$ cat config.mk
export PLATFORM = sky130hd
export DESIGN_NAME = uart_regfront
export DESIGN_NICKNAME = d
export VERILOG_FILES = /design/src/rtl/urf_pkg.sv /design/src/rtl/urf_guard.sv /design/src/rtl/urf_txctl.sv /design/src/rtl/urf_rxctl.sv /design/src/rtl/uart_regfront.sv
export SDC_FILE = /design/constraint.sdc
export NUM_CORES = 1
export LEC_CHECK = 0
export BUFFER_PORTS_ARGS = -buffer_cell sky130_fd_sc_hd__buf_2
export CAP_MARGIN = 20
export CORE_MARGIN = 3
export CORE_UTILIZATION = 56
export DETAILED_ROUTE_END_ITERATION = 16
export HOLD_SLACK_MARGIN = 0.02
export PLACE_DENSITY_LB_ADDON = 0.12
export SYNTH_ARGS = -nofsm -noshare
export SYNTH_HDL_FRONTEND = slang
export SYNTH_HIERARCHICAL = 1
export SYNTH_SLANG_ARGS = --single-unit
$ cat constraint.sdc
create_clock -name clk -period 6.3 [get_ports clk]
set_clock_uncertainty 0.15 [all_clocks]
set_input_delay 0.315 -clock clk [delete_from_list [all_inputs] [get_ports clk]]
set_output_delay 0.315 -clock clk [all_outputs]
set_load 0.01 [all_outputs]
$ cat src/rtl/urf_pkg.sv
package urf_pkg;
  localparam int unsigned ADDR_W = 3;
  localparam int unsigned DATA_W = 8;

  typedef enum logic [ADDR_W-1:0] {
    OFS_MODE = 3'd0, OFS_RATE = 3'd1, OFS_CTRL = 3'd2, OFS_TXD = 3'd3,
    OFS_STAT = 3'd4, OFS_RXD  = 3'd5, OFS_EXT0 = 3'd6, OFS_EXT1 = 3'd7
  } reg_ofs_e;

  // control bits
  localparam int unsigned C_TIE  = 7;
  localparam int unsigned C_RIE  = 6;
  localparam int unsigned C_TE   = 5;
  localparam int unsigned C_RE   = 4;
  localparam int unsigned C_TEIE = 2;

  // mode bits
  localparam int unsigned M_SHORT = 6;
  localparam int unsigned M_PAR   = 5;
  localparam int unsigned M_STOP2 = 3;

  // frame length in clock cycles
  function automatic int unsigned frame_cycles(input logic [7:0] mode, input logic [7:0] rate);
    int unsigned nbits;
    int unsigned base;
    nbits = 32'd10 - {31'd0, mode[M_SHORT]} + {31'd0, mode[M_PAR]} + {31'd0, mode[M_STOP2]};
    base  = nbits * ({24'd0, rate} + 32'd1);
    return base << {mode[1:0], 1'b0};
  endfunction
endpackage

$ cat src/rtl/urf_guard.sv
module urf_guard #(
  parameter int unsigned CNT_W = 18
) (
  input  logic             clk,
  input  logic             rst_n,
  input  logic             start,
  input  logic [CNT_W-1:0] load_val,
  output logic             idle
);
  logic [CNT_W-1:0] cnt_q;

  always_ff @(posedge clk) begin
    if (!rst_n)          cnt_q <= '0;
    else if (start)      cnt_q <= load_val;
    else if (cnt_q != 0) cnt_q <= cnt_q - 1'b1;
  end

  assign idle = (cnt_q == '0);
endmodule

$ cat src/rtl/urf_txctl.sv
module urf_txctl #(
  parameter int unsigned DW = 8
) (
  input  logic          clk,
  input  logic          rst_n,
  input  logic          ctrl_wr,
  input  logic          new_te,
  input  logic          new_tie,
  input  logic          new_teie,
  input  logic          tie_q,
  input  logic          teie_q,
  input  logic          txd_wr,
  input  logic [DW-1:0] wdata,
  input  logic          frame_done,
  output logic          tdre,
  output logic          tend,
  output logic [DW-1:0] tdr_q,
  output logic          tx_launch,
  output logic [DW-1:0] tx_byte,
  output logic          irq_txi,
  output logic          irq_tei
);
  logic launch_now;
  assign launch_now = txd_wr && tend;

  always_ff @(posedge clk) begin
    if (!rst_n) begin
      tdre <= 1'b1; tend <= 1'b1; tdr_q <= '0; tx_byte <= '0;
      tx_launch <= 1'b0; irq_txi <= 1'b0; irq_tei <= 1'b0;
    end else begin
      tx_launch <= 1'b0;
      irq_txi   <= 1'b0;
      if (frame_done && tdre) begin
        tend <= 1'b1;
        if (teie_q) irq_tei <= 1'b1;
      end
      if (ctrl_wr) begin
        if (!new_teie) irq_tei <= 1'b0;
        if (new_te) begin
          tdre <= 1'b1;
          tend <= 1'b1;
          irq_txi <= new_tie;
        end
      end
      if (txd_wr) begin
        tdr_q <= wdata;
        if (launch_now) begin
          tend <= 1'b0; tdre <= 1'b1; irq_tei <= 1'b0;
          irq_txi <= tie_q; tx_launch <= 1'b1; tx_byte <= wdata;
        end else begin
          tdre <= 1'b0;
        end
      end
    end
  end

  a_r5_launch_leaves_empty: assert property (@(posedge clk) disable iff (!rst_n)
    tx_launch |-> (tdre && !tend));
  a_r7_tend_has_cause: assert property (@(posedge clk) disable iff (!rst_n)
    $rose(tend) |-> $past(frame_done || (ctrl_wr && new_te)));
endmodule

$ cat src/rtl/urf_rxctl.sv
module urf_rxctl #(
  parameter int unsigned DW    = 8,
  parameter int unsigned CNT_W = 18
) (
  input  logic          clk,
  input  logic          rst_n,
  input  logic          re_q,
  input  logic          rie_q,
  input  logic          ctrl_wr,
  input  logic          new_rie,
  input  logic [7:0]    mode_q,
  input  logic [7:0]    rate_q,
  input  logic          rx_valid,
  input  logic [DW-1:0] rx_byte,
  input  logic          rx_break,
  input  logic          rxd_rd,
  input  logic          stat_rd,
  input  logic          stat_wr,
  input  logic [DW-1:0] wdata,
  output logic          rdrf,
  output logic [2:0]    err,
  output logic          mpb,
  output logic [DW-1:0] rdr_q,
  output logic          rx_ready,
  output logic          irq_rxi,
  output logic          irq_eri
);
  import urf_pkg::*;

  logic             guard_idle;
  logic             rx_accept;
  logic [2:0]       snap_err;
  logic [2:0]       err_masked;
  logic [CNT_W-1:0] guard_load;

  assign rx_ready   = re_q && guard_idle;
  assign rx_accept  = rx_valid && rx_ready;
  assign err_masked = err & wdata[5:3];
  assign guard_load = CNT_W'(frame_cycles(mode_q, rate_q) - 32'd1);

  urf_guard #(.CNT_W(CNT_W)) guard_i (
    .clk(clk), .rst_n(rst_n), .start(rx_accept), .load_val(guard_load), .idle(guard_idle)
  );

  always_ff @(posedge clk) begin
    if (!rst_n) begin
      rdrf <= 1'b0; err <= '0; mpb <= 1'b0; rdr_q <= '0; snap_err <= '0;
      irq_rxi <= 1'b0; irq_eri <= 1'b0;
    end else begin
      irq_rxi <= 1'b0;
      if (stat_rd) snap_err <= err;
      if (rxd_rd)  rdrf <= 1'b0;
      if (ctrl_wr && !new_rie) irq_eri <= 1'b0;
      if (stat_wr) begin
        mpb <= wdata[0];
        err <= err_masked;
        if (snap_err != 3'd0 && err_masked == 3'd0) irq_eri <= 1'b0;
      end
      if (rx_accept) begin
        if (rdrf) begin
          err[2] <= 1'b1;
          if (rie_q) irq_eri <= 1'b1;
        end else begin
          rdr_q <= rx_byte;
          rdrf  <= 1'b1;
          irq_rxi <= rie_q;
        end
      end
      if (rx_break) begin
        err[1] <= 1'b1;
        if (rie_q) irq_eri <= 1'b1;
      end
    end
  end

  a_r10_err_never_set_by_write: assert property (@(posedge clk) disable iff (!rst_n)
    (stat_wr && !rx_accept && !rx_break) |=> ((err & ~$past(err)) == 3'd0));
  a_r8_full_needs_accept: assert property (@(posedge clk) disable iff (!rst_n)
    $rose(rdrf) |-> $past(rx_accept));
  a_r14_guard_after_accept: assert property (@(posedge clk) disable iff (!rst_n)
    rx_accept |=> !rx_ready);
endmodule

$ cat src/rtl/uart_regfront.sv
module uart_regfront #(
  parameter int unsigned CNT_W = 18
) (
  input  logic       clk,
  input  logic       rst_n,
  input  logic       bus_sel,
  input  logic       bus_wr,
  input  logic [2:0] bus_addr,
  input  logic [7:0] bus_wdata,
  output logic [7:0] bus_rdata,
  output logic       tx_launch,
  output logic [7:0] tx_byte,
  input  logic       frame_done,
  input  logic       rx_valid,
  input  logic [7:0] rx_byte,
  output logic       rx_ready,
  input  logic       rx_break,
  output logic       irq_txi,
  output logic       irq_rxi,
  output logic       irq_tei,
  output logic       irq_eri
);
  import urf_pkg::*;

  logic [7:0] mode_q, rate_q, ctrl_q, ext0_q, ext1_q, tdr_q, rdr_q;
  logic       wr_any, rd_any, cfg_open;
  logic       ctrl_wr, txd_wr, stat_wr, stat_rd, rxd_rd;
  logic       tdre, tend, rdrf, mpb;
  logic [2:0] err;
  logic [7:0] stat_word;

  assign wr_any   = bus_sel && bus_wr;
  assign rd_any   = bus_sel && !bus_wr;
  assign cfg_open = !ctrl_q[C_TE] && !ctrl_q[C_RE];
  assign ctrl_wr  = wr_any && (bus_addr == OFS_CTRL);
  assign txd_wr   = wr_any && (bus_addr == OFS_TXD);
  assign stat_wr  = wr_any && (bus_addr == OFS_STAT);
  assign stat_rd  = rd_any && (bus_addr == OFS_STAT);
  assign rxd_rd   = rd_any && (bus_addr == OFS_RXD);

  always_ff @(posedge clk) begin
    if (!rst_n) begin
      mode_q <= 8'h00; rate_q <= 8'hFF; ctrl_q <= 8'h00; ext0_q <= 8'h00; ext1_q <= 8'h00;
    end else if (wr_any) begin
      unique case (bus_addr)
        OFS_MODE: if (cfg_open) mode_q <= bus_wdata;
        OFS_RATE: if (cfg_open) rate_q <= bus_wdata;
        OFS_CTRL: ctrl_q <= bus_wdata;
        OFS_EXT0: ext0_q <= bus_wdata;
        OFS_EXT1: ext1_q <= bus_wdata;
        default: ;
      endcase
    end
  end

  urf_txctl #(.DW(8)) tx_i (
    .clk(clk), .rst_n(rst_n), .ctrl_wr(ctrl_wr),
    .new_te(bus_wdata[C_TE]), .new_tie(bus_wdata[C_TIE]), .new_teie(bus_wdata[C_TEIE]),
    .tie_q(ctrl_q[C_TIE]), .teie_q(ctrl_q[C_TEIE]),
    .txd_wr(txd_wr), .wdata(bus_wdata), .frame_done(frame_done),
    .tdre(tdre), .tend(tend), .tdr_q(tdr_q), .tx_launch(tx_launch), .tx_byte(tx_byte),
    .irq_txi(irq_txi), .irq_tei(irq_tei)
  );

  urf_rxctl #(.DW(8), .CNT_W(CNT_W)) rx_i (
    .clk(clk), .rst_n(rst_n), .re_q(ctrl_q[C_RE]), .rie_q(ctrl_q[C_RIE]),
    .ctrl_wr(ctrl_wr), .new_rie(bus_wdata[C_RIE]), .mode_q(mode_q), .rate_q(rate_q),
    .rx_valid(rx_valid), .rx_byte(rx_byte), .rx_break(rx_break),
    .rxd_rd(rxd_rd), .stat_rd(stat_rd), .stat_wr(stat_wr), .wdata(bus_wdata),
    .rdrf(rdrf), .err(err), .mpb(mpb), .rdr_q(rdr_q), .rx_ready(rx_ready),
    .irq_rxi(irq_rxi), .irq_eri(irq_eri)
  );

  assign stat_word = {tdre, rdrf, err, tend, 1'b0, mpb};

  always_comb begin
    unique case (bus_addr)
      OFS_MODE: bus_rdata = mode_q;
      OFS_RATE: bus_rdata = rate_q;
      OFS_CTRL: bus_rdata = ctrl_q;
      OFS_TXD:  bus_rdata = tdr_q;
      OFS_STAT: bus_rdata = stat_word;
      OFS_RXD:  bus_rdata = rdr_q;
      OFS_EXT0: bus_rdata = ext0_q;
      default:  bus_rdata = ext1_q;
    endcase
  end

  a_r12_mode_locked: assert property (@(posedge clk) disable iff (!rst_n)
    (wr_any && bus_addr == OFS_MODE && !cfg_open) |=> $stable(mode_q));
  a_r12_rate_locked: assert property (@(posedge clk) disable iff (!rst_n)
    (wr_any && bus_addr == OFS_RATE && !cfg_open) |=> $stable(rate_q));
endmodule

==> implementation parameters <==
Parameter                              Value

Setup path
  Worst reg-to-reg setup slack    150 ps
  Startpoint of the worst-slack reg-to-reg timing path    mode_q[3]
  Depth of the worst register-to-register path    22
  Required time reported for the critical path endpoint    6400 ps
  Maximum fanout along the worst path    5
  Sort of element at the end of the critical path    flip-flop
  Critical Setup Path Class    flip-flop to flip-flop
  Worst EP arrival    6250 ps
  Reg2Reg Capture Point    rx_i/guard_i/cnt_q[17]
  Kind of launch point of the worst setup path    flip-flop

Flow run
  Number of maximum-capacitance violations    0

Timing
  Achievable clock frequency    163 MHz
  Final hold violation count    0
  Number of pins with negative max-slew slack in the final report    0
  Transition at the pin with the smallest max-transition slack    1030 ps
  Final Worst Setup Slack    152 ps
  Final worst path period share    0.976
  Final setup viols    0
  Worst Hold Margin    74.3 ps
  Fin crit period    6150 ps
  Total negative slack for setup checks    0 ps
  Slew headroom    0.312

Synthesis
  Synth Net Count    975
  Share of the yosys chip area belonging to registers    0.272
  Gate count after technology mapping    896
  Number of flops mapped to enable cells by yosys    0
  Post-synth top flop    dfxtp_1
  Count of cell types in the netlist    77
  Async set-reset flop share out of synthesis    0
  Warnings, synthesis    6
  Mean Syn Cell Area    7.95 sq um
  Area of the mapped netlist    7130 sq um
  Synth Register Bits    97

Floorplanning
  Die outline height    119 um
  Placement Rows    40
  Placeable Area    12200 sq um
  Number of top-level pins    48
  Die Area    14100 sq um
  Initial Util    0.584
  Die width    119 um

Cells and area
  Sequential cell area    1950 sq um
  Diode insertion count for antenna repair    0
  Area of the multi-input gates    4810 sq um
  Final std cells w/o fill    1085
  Share of layout cells above drive strength 1    0.148
  Fin nets    991
  Total of fill cells in the finished design    1118
  Post-synthesis to final-layout area growth    9.94%

Placement
  Worst Setup Slack post-DPL    37.3 ps
  Final weighted congestion in routability-driven placement    0.867
  Number of I/O port buffers    47
  DPL Wire Length    13400 um
  Placed Cells    1064

CTS
  CTS buffer count    9
  Insertion delay of the later-clocked pin in the worst-skew pair    360 ps
  TritonCTS clock tree    done
  Number of H-tree levels    3
  Post-CTS clock slew at the launch and capture registers of the worst setup and hold paths    70 ps
  Clock sink count    97
  Clock root buffer    clkbuf_16
  Clk buf depth    2

Detailed routing
  Vias per cell    6.20
  Routed WL    18900 um
  Pre-Repair DR Iteration Count    5
  Post-detailed-route DRC marker count    0
  Detailed router's first-iteration violation count    544
  Via count    6730
  Average detailed-routed wire length per instance    17.4 um
  Remaining number of nets flagged by the antenna check after routing    0

GRT
  Residual overflow from global routing    0
  GRT Util Overall    0.260
  Antenna violations before repair    0
  Via count of the first global-routing pass    6298
  Pin count of the biggest net entering global routing    80
  Global-route wire length before repair    30400 um

Worst hold path
  Hold/Removal Path Class    primary input to flip-flop
  Worst hold path endpoint    rx_i/rdr_q[4]
  Number of cells on the worst hold path    3
  Hold path start    rx_byte[4]

Power and ir drop
  Peak supply drop    0.190 mV
  Tot Pwr    1.89 mW
  Leak    3.08 nW
  P per Cell Area    241 nW/um^2

Run status
  Status    completed
## report_power, final
group / internal, mW / total (mW) / switching, mW
registers: 0.653 / 0.697 / 0.0438
logic: 0.286 / 0.663 / 0.377
clock network: 0.274 / 0.529 / 0.255
## layer usage
metal	track usage	up-vias	share of wire	routed length, um
met2	0.443	220	0.50	9360
met4	0.119	0	0.034	633
met5	0	-	0	0
li1	-	3237	-	-
met1	0.323	3222	0.42	7880
met3	0.0423	51	0.053	993
## cell type report
class,count,area share
Clock buffer,10,0.0292
Clock inverter,6,0.00671
Inverter,58,0.0279
Multi-Input combinational cell,682,0.614
Sequential cell,97,0.248
Tap cell,168,0.0268
Timing Repair Buffer,64,0.0468
## layout by cell type (no fill, tap or decap), types with 12 or more instances in the layout
cell type and count:
nor3_1 17, nand3_1 77, ha_1 34, buf_4 16
a21boi_0 40, nor2_1 64, o21ai_0 61, a221oi_1 15
buf_2 47, mux2i_1 16, a21oi_1 28, xor2_1 12
inv_1 53, nor2b_1 20, nand2_1 65, dfxtp_1 93
xnor2_1 21
## synthesized netlist by cell type (4+ instances only)
| library cell | number | area, sq um |
|---|---|---|
| dfxtp_1 | 97 | 1940 |
| nand3_1 | 77 | 385 |
| nor2_1 | 66 | 248 |
| nand2_1 | 65 | 244 |
| o21ai_0 | 63 | 315 |
| inv_1 | 54 | 203 |
| a21boi_0 | 40 | 300 |
| ha_1 | 38 | 475 |
| clkbuf_1 | 33 | 124 |
| a21oi_1 | 29 | 145 |
| xnor2_1 | 22 | 193 |
| nor2b_1 | 20 | 125 |
| buf_2 | 18 | 90.1 |
| nor3_1 | 17 | 85.1 |
| mux2i_1 | 16 | 160 |
| a221oi_1 | 15 | 131 |
| fa_1 | 15 | 300 |
| xor2_1 | 12 | 105 |
| and2_1 | 10 | 62.6 |
| o21ai_1 | 10 | 50.1 |
| nand2b_1 | 9 | 56.3 |
| nor3b_1 | 9 | 67.6 |
| o211a_1 | 9 | 90.1 |
| a21bo_2 | 8 | 80.1 |
| a311oi_1 | 8 | 70.1 |
| nand3b_1 | 8 | 60.1 |
| nor4_1 | 8 | 50.1 |
| a211oi_1 | 7 | 52.6 |
| a31oi_1 | 7 | 43.8 |
| o22ai_1 | 7 | 43.8 |
| o31ai_1 | 7 | 52.6 |
| a21boi_1 | 6 | 45.0 |
| and3_1 | 6 | 37.5 |
| nand4_1 | 5 | 31.3 |
| o211ai_1 | 5 | 37.5 |
| a21o_1 | 4 | 30.0 |
| or2_2 | 4 | 25.0 |
## stage by stage
stage           util  area [sq um]
6_report       0.642          7840
4_1_cts        0.627          7650
5_1_grt        0.642          7840
3_5_place_dp   0.604          7370
2_1_floorplan      -          7130
3_3_place_gp   0.604          7370
## worst max path at each step
stage                          from                     end  slack (ps)
after global placement    mode_q[3]  rx_i/guard_i/cnt_q[17]         130
final                     mode_q[3]  rx_i/guard_i/cnt_q[17]         150
after detailed placement  mode_q[3]  rx_i/guard_i/cnt_q[17]          40
after CTS                 mode_q[3]  rx_i/guard_i/cnt_q[17]          10
after global routing      mode_q[3]  rx_i/guard_i/cnt_q[17]         -60
after floorplan           mode_q[3]  rx_i/guard_i/cnt_q[17]         190
## flip-flops by register name, indices dropped and copies added, names as in the netlist
| signal | flops |
|---|---|
| rx_i/guard_i/cnt_q | 18 |
| ctrl_q | 8 |
| ext0_q | 8 |
| ext1_q | 8 |
| mode_q | 8 |
| rate_q | 8 |
| rx_i/rdr_q | 8 |
| tx_i/tdr_q | 8 |
| tx_i/tx_byte | 8 |
| rx_i/err | 3 |
| rx_i/snap_err | 3 |
| rx_i/irq_eri | 1 |
| rx_i/irq_rxi | 1 |
| rx_i/mpb | 1 |
| rx_i/rdrf | 1 |
| tx_i/irq_tei | 1 |
| tx_i/irq_txi | 1 |
| tx_i/tdre | 1 |
| tx_i/tend | 1 |
| tx_i/tx_launch | 1 |
## timing repair
action                                  CTS  global route
buffers inserted                          0             5
endpoints found under the setup margin    0             3
gates resized for setup                   0            32
hold buffers                              0             0
## critical path: stages, from the launching register on
cell and delay (ps):
dfxtp_2 350, fa_1 440, xor2_1 140, buf_4 140, buf_4 120, nor2_1 60
fa_2 350, ha_1 310, ha_1 280, inv_1 50, fa_1 520, inv_1 40
ha_1 320, a2111oi_2 350, o41ai_1 160, and3b_2 250, a31o_4 260, or4_4 450
or4_4 570, nor4_4 160, mux2i_1 190, o21ai_0 80, a311oi_1 290
## logic make-up after synthesis
logic type / synth area share
adder cells (fa/ha/maj): 0.109
multiplexers: 0.0256
flip-flops: 0.272
XOR/XNOR: 0.0418
AO/OA/AOI/OAI: 0.243
buffers and inverters: 0.0718
AND/OR/NAND/NOR: 0.237
(Power assumes the default switching activity.)
